--- config.mk ---
export PLATFORM = sky130hd
export DESIGN_NAME = fsk_manchester_mod
export DESIGN_NICKNAME = d
export VERILOG_FILES = /design/src/rtl/fsk_mod_pkg.sv /design/src/rtl/fsk_half_timer.sv /design/src/rtl/fsk_tone_sel.sv /design/src/rtl/fsk_tone_gen.sv /design/src/rtl/fsk_manchester_mod.sv
export SDC_FILE = /design/constraint.sdc
export NUM_CORES = 1
export LEC_CHECK = 0
export ABC_CLOCK_PERIOD_IN_PS = 4500
export BUFFER_PORTS_ARGS = -buffer_cell sky130_fd_sc_hd__buf_2
export CORE_UTILIZATION = 56
export CTS_CLUSTER_SIZE = 8
export DETAILED_ROUTE_END_ITERATION = 8
export MAX_ROUTING_LAYER = met4
export PLACE_DENSITY = 0.81
export SETUP_SLACK_MARGIN = 0.5
export SKIP_LAST_GASP = 1
export SYNTH_ARGS = -nofsm -noshare
export SYNTH_HDL_FRONTEND = slang
export SYNTH_SLANG_ARGS = --single-unit
--- constraint.sdc ---
create_clock -name clk -period 4.5 [get_ports clk]
set_input_delay 0.675 -clock clk [delete_from_list [all_inputs] [get_ports clk]]
set_output_delay 0.675 -clock clk [all_outputs]
set_load 0.02 [all_outputs]
--- src/rtl/fsk_mod_pkg.sv ---
package fsk_mod_pkg;

  typedef enum logic [1:0] {
    SYM_ZERO      = 2'd0,
    SYM_ONE       = 2'd1,
    SYM_START_CEN = 2'd2,
    SYM_START_PER = 2'd3
  } sym_kind_e;

  function automatic int max4(input int a, input int b, input int c, input int d);
    int m;
    m = a;
    if (b > m) m = b;
    if (c > m) m = c;
    if (d > m) m = d;
    return m;
  endfunction

endpackage

--- src/rtl/fsk_half_timer.sv ---
module fsk_half_timer #(
  parameter int HALF_TICKS = 48
) (
  input  logic clk,
  input  logic rst_n,
  input  logic tick_en,
  input  logic accept,
  output logic active,
  output logic half,
  output logic last_tick,
  output logic done
);

  localparam int CNTW = (HALF_TICKS > 1) ? $clog2(HALF_TICKS) : 1;
  localparam logic [CNTW-1:0] CNT_LAST = CNTW'(HALF_TICKS - 1);

  logic [CNTW-1:0] cnt_q, cnt_d;
  logic            active_d, half_d, done_d;

  assign last_tick = active && half && (cnt_q == CNT_LAST);

  always_comb begin
    cnt_d    = cnt_q;
    active_d = active;
    half_d   = half;
    done_d   = 1'b0;
    if (tick_en) begin
      if (accept) begin
        active_d = 1'b1;
        half_d   = 1'b0;
        cnt_d    = '0;
      end else if (active) begin
        if (cnt_q == CNT_LAST) begin
          cnt_d = '0;
          if (half) begin
            active_d = 1'b0;
            half_d   = 1'b0;
            done_d   = 1'b1;
          end else begin
            half_d = 1'b1;
          end
        end else begin
          cnt_d = cnt_q + CNTW'(1);
        end
      end
    end
  end

  always_ff @(posedge clk or negedge rst_n) begin
    if (!rst_n) begin
      cnt_q  <= '0;
      active <= 1'b0;
      half   <= 1'b0;
      done   <= 1'b0;
    end else begin
      cnt_q  <= cnt_d;
      active <= active_d;
      half   <= half_d;
      done   <= done_d;
    end
  end

endmodule

--- src/rtl/fsk_tone_sel.sv ---
module fsk_tone_sel
  import fsk_mod_pkg::*;
#(
  parameter int DIV_LOW_LVL   = 2,
  parameter int DIV_HIGH_LVL  = 4,
  parameter int DIV_START_CEN = 1,
  parameter int DIV_START_PER = 8,
  parameter int DIVW          = 4
) (
  input  sym_kind_e        kind,
  input  logic             half,
  output logic [DIVW-1:0]  divisor
);

  always_comb begin
    case (kind)
      SYM_ZERO:      divisor = half ? DIVW'(DIV_LOW_LVL)  : DIVW'(DIV_HIGH_LVL);
      SYM_ONE:       divisor = half ? DIVW'(DIV_HIGH_LVL) : DIVW'(DIV_LOW_LVL);
      SYM_START_CEN: divisor = DIVW'(DIV_START_CEN);
      SYM_START_PER: divisor = DIVW'(DIV_START_PER);
      default:       divisor = DIVW'(DIV_LOW_LVL);
    endcase
  end

endmodule

--- src/rtl/fsk_tone_gen.sv ---
module fsk_tone_gen #(
  parameter int DIVW = 4
) (
  input  logic            clk,
  input  logic            rst_n,
  input  logic            step,
  input  logic            restart,
  input  logic [DIVW-1:0] divisor,
  output logic            line
);

  logic [DIVW-1:0] phase_q, phase_d;
  logic            line_d;

  always_comb begin
    phase_d = phase_q;
    line_d  = line;
    if (step) begin
      if (phase_q == (divisor - DIVW'(1))) begin
        phase_d = '0;
        line_d  = ~line;
      end else begin
        phase_d = phase_q + DIVW'(1);
      end
    end
    if (restart) begin
      phase_d = '0;
    end
  end

  always_ff @(posedge clk or negedge rst_n) begin
    if (!rst_n) begin
      phase_q <= '0;
      line    <= 1'b0;
    end else begin
      phase_q <= phase_d;
      line    <= line_d;
    end
  end

endmodule

--- src/rtl/fsk_manchester_mod.sv ---
module fsk_manchester_mod
  import fsk_mod_pkg::*;
#(
  parameter int HALF_TICKS    = 48,
  parameter int DIV_LOW_LVL   = 2,
  parameter int DIV_HIGH_LVL  = 4,
  parameter int DIV_START_CEN = 1,
  parameter int DIV_START_PER = 8
) (
  input  logic clk,
  input  logic rst_n,
  input  logic tick_en,
  input  logic bit_valid,
  input  logic bit_data,
  input  logic start_sym,
  input  logic dir_sel,
  output logic line,
  output logic done,
  output logic bit_ready
);

  localparam int DIV_MAX = max4(DIV_LOW_LVL, DIV_HIGH_LVL, DIV_START_CEN, DIV_START_PER);
  localparam int DIVW    = $clog2(DIV_MAX + 1);

  logic            active, half, last_tick, accept, step;
  sym_kind_e       kind_in, sym_q, sym_d;
  logic [DIVW-1:0] divisor;

  // Symbol classification: a start marker wins over the data bit.
  always_comb begin
    if (start_sym) kind_in = dir_sel ? SYM_START_PER : SYM_START_CEN;
    else           kind_in = bit_data ? SYM_ONE : SYM_ZERO;
  end

  assign bit_ready = !active || last_tick;
  assign accept    = tick_en && bit_valid && bit_ready;
  assign step      = tick_en && active;

  always_comb begin
    sym_d = sym_q;
    if (accept) sym_d = kind_in;
  end

  always_ff @(posedge clk or negedge rst_n) begin
    if (!rst_n) sym_q <= SYM_ZERO;
    else        sym_q <= sym_d;
  end

  fsk_half_timer #(
    .HALF_TICKS (HALF_TICKS)
  ) u_timer (
    .clk       (clk),
    .rst_n     (rst_n),
    .tick_en   (tick_en),
    .accept    (accept),
    .active    (active),
    .half      (half),
    .last_tick (last_tick),
    .done      (done)
  );

  fsk_tone_sel #(
    .DIV_LOW_LVL   (DIV_LOW_LVL),
    .DIV_HIGH_LVL  (DIV_HIGH_LVL),
    .DIV_START_CEN (DIV_START_CEN),
    .DIV_START_PER (DIV_START_PER),
    .DIVW          (DIVW)
  ) u_sel (
    .kind    (sym_q),
    .half    (half),
    .divisor (divisor)
  );

  fsk_tone_gen #(
    .DIVW (DIVW)
  ) u_tone (
    .clk     (clk),
    .rst_n   (rst_n),
    .step    (step),
    .restart (accept),
    .divisor (divisor),
    .line    (line)
  );

endmodule

==> results of run 1 <==
==> cell usage in the layout (no fill, tap or decap) <==
cell	synthesis	final
a211oi_2	1	1
a21boi_0	1	1
a21o_1	2	2
a21oi_1	3	3
a21oi_2	1	1
a221o_1	1	1
a22o_1	2	2
and2_1	1	1
and3_1	2	2
buf_2	0	9
clkbuf_4	0	3
clkbuf_8	0	1
dfrtp_1	16	16
ha_1	2	2
inv_1	1	1
mux2_2	2	2
mux2i_1	2	2
nand2_1	13	13
nand2b_1	1	1
nand3_1	3	3
nand3b_1	1	1
nand4_1	5	5
nand4b_1	1	1
nor2_1	5	5
nor2b_1	3	3
nor3_1	2	2
nor4_1	1	1
o21a_1	1	1
o21ai_0	3	3
o21ai_1	1	1
o21bai_1	1	1
o22ai_2	1	1
o311ai_2	1	1
or3_1	1	1
or4b_1	1	1
xnor2_1	2	2
xor2_1	4	4
==> power by group <==
group	total [mW]	switching [mW]	leakage (nW)	internal, mW
sequential	0.243	0.0548	0.187	0.188
combinational	0.134	0.0677	0.230	0.0668
clock	0.0934	0.0442	0.0210	0.0492
total	0.471	0.167	0.438	0.304
==> sequential cells by signal (all words and copies together), names as in the netlist <==
signal / cells
u_timer.cnt_q: 6
sym_q: 2
u_tone.phase_q: 4
u_tone.line: 1
u_timer.half: 1
u_timer.done: 1
u_timer.active: 1
==> path summary, 6_finish.rpt <==
check | to | cells after the start | startpoint
max reg2reg | u_tone.phase_q[2] | 4 | u_timer.half
min reg2reg | u_tone.line | 1 | u_tone.line
min | u_timer.done | 1 | rst_n
max in group asynchronous | u_tone.phase_q[0] | 1 | rst_n
min in group clk | u_tone.line | 1 | u_tone.line
max | bit_ready | 5 | u_timer.cnt_q[0]
==> layer usage <==
layer  track usage, %  share of wire, %  vias to the layer above
li1                 -                 -                      351
met5                -                 0                        -
met2            36.25                50                       23
met1            28.81                45                      339
met3            3.043               4.6                        2
met4            9.677              0.60                        0
==> area by class of cell <==
type | instances | area (um2) | area share, %
multi-input combinational | 71 | 476.7 | 48.54
sequential | 16 | 400.4 | 40.76
timing repair buffer | 9 | 45.04 | 4.586
clock buffer | 4 | 36.28 | 3.694
tap | 16 | 20.02 | 2.038
inverter | 1 | 3.754 | 0.3822
==> worst max-delay path, delay by kind of cell (launching register included) <==
| kind | cells | cell delay (ps) |
|---|---|---|
| fa+ha+maj | 1 | 240 |
| buf+inv | 1 | 170 |
| flops | 1 | 420 |
| simple gates | 3 | 390 |
==> cell families (layout without fill, tap and decap cells) <==
| logic type | after synthesis | count (layout) |
|---|---|---|
| mux | 4 | 4 |
| simple gates | 40 | 40 |
| xor+xnor | 6 | 6 |
| buf+inv | 4 | 14 |
| flops | 16 | 16 |
| fa+ha+maj | 2 | 2 |
| compound gates | 19 | 19 |
==> through the flow <==
step           util, %  total power [mW]  area, um2
6_report         65.97            0.4708      982.2
5_1_grt          65.97            0.5061      982.2
4_1_cts          65.97            0.4737      982.2
3_3_place_gp     63.53            0.3699      945.9
2_1_floorplan        -            0.3412      892.1
3_5_place_dp     63.53            0.3779      945.9
==> results.json, run 1 <==
{
  "grt_first_pass_wirelength_mm": 2.960,
  "skew_ps": 3.888,
  "io_buffers": 9,
  "ys.flop_type": "dfrtp_1",
  "syn-num-nets": 100,
  "antenna_cells": 0,
  "drc_errors": 0,
  "synth_compound_gate_area_share_pct": 16.83,
  "synth_cell_types": 35,
  "post_drt_wl_per_cell_um": 14.13,
  "ys_seq_area_share_pct": 44.88,
  "route.vias.total": 715,
  "synth_top_family_by_area": "simple AND/OR/NAND/NOR gates",
  "clk_latency_ps": 280,
  "htreeDepth": 1,
  "p_leak_nw": 0.4377,
  "drive_gt1_share_pct": 18.81,
  "grt.total_usage_pct": 22.66,
  "drtIter0Drc": 11,
  "cp_data_required_time_ps": 3830,
  "hold_class": "input pin to async pin",
  "antenna_left": 0,
  "min_period_over_period_pct": 48.44,
  "cts_max_path_buffers": 2,
  "grt_overflow": 0,
  "ys_warn_count": 0,
  "status": "finished clean",
  "setup_violations": 0,
  "synthSimpleGateAreaFrac_pct": 23.14,
  "synth.area.mux_share_pct": 4.769,
  "cts_tree": "yes",
  "rsz0062_at_grt": "false",
  "worstPathMaxFanout": 5,
  "cp_cell_sequence": "ha_1, and3_1, nand3_1, nand2_1, buf_2",
  "synthTopCellsByCount": "16 x dfrtp_1, 13 x nand2_1, 5 x nand4_1, 5 x nor2_1, 4 x xor2_1",
  "slowest_stage": "dfrtp_1",
  "cpPeakStageDelay_ps": 420,
  "drv_cap": 0,
  "synth_most_common_cell": "dfrtp_1",
  "die_w_um": 41.91,
  "synth_top_area_share_pct": 44.88,
  "antenna_found_initial": 0,
  "syn_avg_cell_area_um2": 9.803,
  "tightest_slew_ps": 679.7,
  "reg2reg_slack_ps": 2790,
  "hold_viol_final": 0,
  "cts_resized": 0,
  "fill_cells": 129,
  "dr.pass1.iters": 4,
  "syn_inst": 91,
  "io_pins": 10,
  "clkSlewWorstSetupHoldPaths_ps": 90,
  "wirelength_mm": 1.653,
  "die-area_um2": 1756,
  "fp.dieH_um": 41.91,
  "power.density_nw_per_um2": 479.3,
  "postCtsSetupRepairBufs": 0,
  "holdWs_ps": 277.1,
  "worstPathArrival_ps": 1500,
  "dp_slack_ps": 2643,
  "cts_num_sinks": 16,
  "fin_cells": 117,
  "synth-seq-cells": 16,
  "grt_max_degree": 17,
  "start_util_pct": 59.92,
  "nNetsFinal": 111,
  "yosys.area_share.adder_pct": 2.805,
  "ys_top_cells_by_area": "dfrtp_1 45%, nand2_1 5.5%, xor2_1 3.9%",
  "slew_headroom_pct": 54.38,
  "end_kind": "primary output",
  "dp_cells": 113,
  "critPathKind": "register to primary output",
  "period_needed_ps": 2180,
  "synth_xor_area_share_pct": 5.891,
  "vias_per_cell": 6.111,
  "setup-tns-final_ps": 0,
  "netlist_area_um2": 892.1,
  "dp_hpwl_mm": 1.147,
  "root_buffer": "clkbuf_4",
  "cts_inserted_buffers": 3,
  "start_kind": "register",
  "yosys.area.top_type": "dfrtp_1",
  "fmax_mhz": 458.8,
  "final-max-slew-violation-count": 0,
  "placement_rows": 14,
  "synth_edf_count": 0,
  "async_reset_ff_share_pct": 100.0,
  "postCtsHoldBufs": 0,
  "ir_drop_v": 0.0003450,
  "synthToLayoutAreaGrowth_pct": 10.10,
  "fin_ws_ps": 2320,
  "grt_pass1_vias": 663,
  "place.gp.congestion": 0.8960,
  "coreArea_um2": 1489
}
(Power assumes the default switching activity.)
==> run 2: changes to the inputs <==
Settings changed: ABC_CLOCK_PERIOD_IN_PS 4500 to 1900, CORE_UTILIZATION 56 to 50, PLACE_DENSITY 0.81 to 0.77.
Clock period 4.5 ns to 1.9 ns, I/O delays scaled along.
==> results.json, run 2 (same netlist as run 1, synthesis figures left out) <==
{
  "fin_ws_ps": 250.6,
  "end_kind": "register",
  "dp_slack_ps": 276.3,
  "largest_reg_flops": 6,
  "setup_violations": 0,
  "ir_drop_v": 0.0006834,
  "place.gp.congestion": 0.7745,
  "io_pins": 10,
  "nNetsFinal": 128,
  "worstPathMaxFanout": 7,
  "final_cell_mix": "14 x buf_4, 12 x nand2_1, 12 x dfrtp_1",
  "fin_cells": 142,
  "hold_viol_final": 0,
  "dp_hpwl_mm": 1.221,
  "drive_gt1_share_pct": 45.76,
  "grt_pass1_vias": 717,
  "drtIter0Drc": 17,
  "min_from": "bit_valid",
  "fp.dieH_um": 44.24,
  "period_needed_ps": 1649,
  "wirelength_mm": 2.227,
  "setup-tns-final_ps": 0,
  "synthToLayoutAreaGrowth_pct": 40.95,
  "critPathKind": "register to register",
  "grt.total_usage_pct": 22.42,
  "coreArea_um2": 1594,
  "route.vias.total": 816,
  "drc_errors": 0,
  "root_buffer": "clkbuf_4",
  "die_w_um": 44.24,
  "power.density_nw_per_um2": 1060,
  "total_power_mw": 1.333,
  "cts_max_path_buffers": 2,
  "rsz0062_at_grt": "true",
  "die-area_um2": 1957,
  "design_area_um2": 1257,
  "reg2reg_slack_ps": 250,
  "dpl-instance-area_um2": 1002,
  "hold_end": "u_timer.done",
  "fill_cells": 97,
  "p_leak_nw": 0.5491,
  "tightest_slew_ps": 558.5,
  "slew_headroom_pct": 62.51,
  "r2r-end": "u_tone.phase_q[2]",
  "regMostFlops": "u_timer.cnt_q",
  "cts_num_sinks": 16,
  "cts_inserted_buffers": 3,
  "htreeDepth": 1,
  "grt_overflow": 0,
  "drv_cap": 0,
  "dr.pass1.iters": 6,
  "antenna_found_initial": 0,
  "final-max-slew-violation-count": 0,
  "reg2reg_depth": 7,
  "start_kind": "register",
  "grt_max_degree": 17,
  "status": "finished clean",
  "min_period_over_period_pct": 86.81,
  "clkSlewWorstSetupHoldPaths_ps": 90,
  "cp_data_required_time_ps": 2080,
  "skew_ps": 1.488,
  "io_buffers": 9,
  "reg2reg_from": "u_timer.cnt_q[1]",
  "hold_class": "input pin to register",
  "fmax_mhz": 606.3,
  "antenna_cells": 0,
  "holdWs_ps": 250.0,
  "start_util_pct": 55.97,
  "placement_rows": 14,
  "worstPathArrival_ps": 1830,
  "dp_cells": 122,
  "post-route-util_pct": 78.89,
  "vias_per_cell": 5.746,
  "cts_tree": "yes",
  "grt_first_pass_wirelength_mm": 3.084,
  "clk_latency_ps": 280,
  "antenna_left": 0,
  "post_drt_wl_per_cell_um": 15.68,
  "reg_top3": "u_timer.cnt_q (6), u_tone.phase_q (4), sym_q (2)",
  "hold-path-cell-count": 2,
  "final_common_cell": "buf_4"
}
run 2: layout make-up:
type	count	area, um2	area share (%)
Multi-Input combinational cell	71	584.3	46.47
Sequential cell	16	405.4	32.24
Timing Repair Buffer	26	197.7	15.72
Clock buffer	4	36.28	2.886
Tap cell	24	30.03	2.388
Inverter	1	3.754	0.2985
run 2: power by group:
part           leakage [nW]  internal, mW  switching (mW)
Combinational         0.345         0.284           0.247
Clock                0.0210         0.117           0.105
Sequential            0.184         0.450           0.130
Total                 0.549         0.851           0.482
run 2: metal layers:
metal  wire length (um)  up-vias  track usage, %  share of wire (%)
met5                  0        -               -                  0
met4                 23        0           7.273                1.0
met3                 77        2           6.122                3.5
met2               1125       24           34.12                 51
met1               1000      405           28.98                 45
li1                   -      385               -                  -
run 2: worst max-delay path, cell delays in order (launching register included):
cell and delay, ps:
dfrtp_1 360, ha_2 190, buf_4 110, nand4b_1 190
o22ai_4 200, buf_12 160, a21oi_2 30, a221o_1 290
run 2: how the worst max path moves through the flow:
stage / from / endpoint / slack [ps] / depth (start not counted)
3_3_place_gp: u_tone.phase_q[2] / u_tone.phase_q[2] / 310 / 4
3_5_place_dp: sym_q[1] / u_tone.phase_q[2] / 280 / 4
5_1_grt: u_timer.cnt_q[1] / u_tone.phase_q[2] / 190 / 7
2_1_floorplan: u_tone.phase_q[2] / u_tone.phase_q[2] / 350 / 4
4_1_cts: u_timer.cnt_q[0] / bit_ready / 260 / 5
6_report: u_timer.cnt_q[1] / u_tone.phase_q[2] / 250 / 7
run 2: what timing repair did:
item                                   4_1_cts  5_1_grt
buffers inserted                            10        5
hold buffers                                 1        0
pin swaps                                    4        7
setup endpoints to repair                   12       15
endpoints found under the hold margin       16        0
gates resized for setup                     10       12
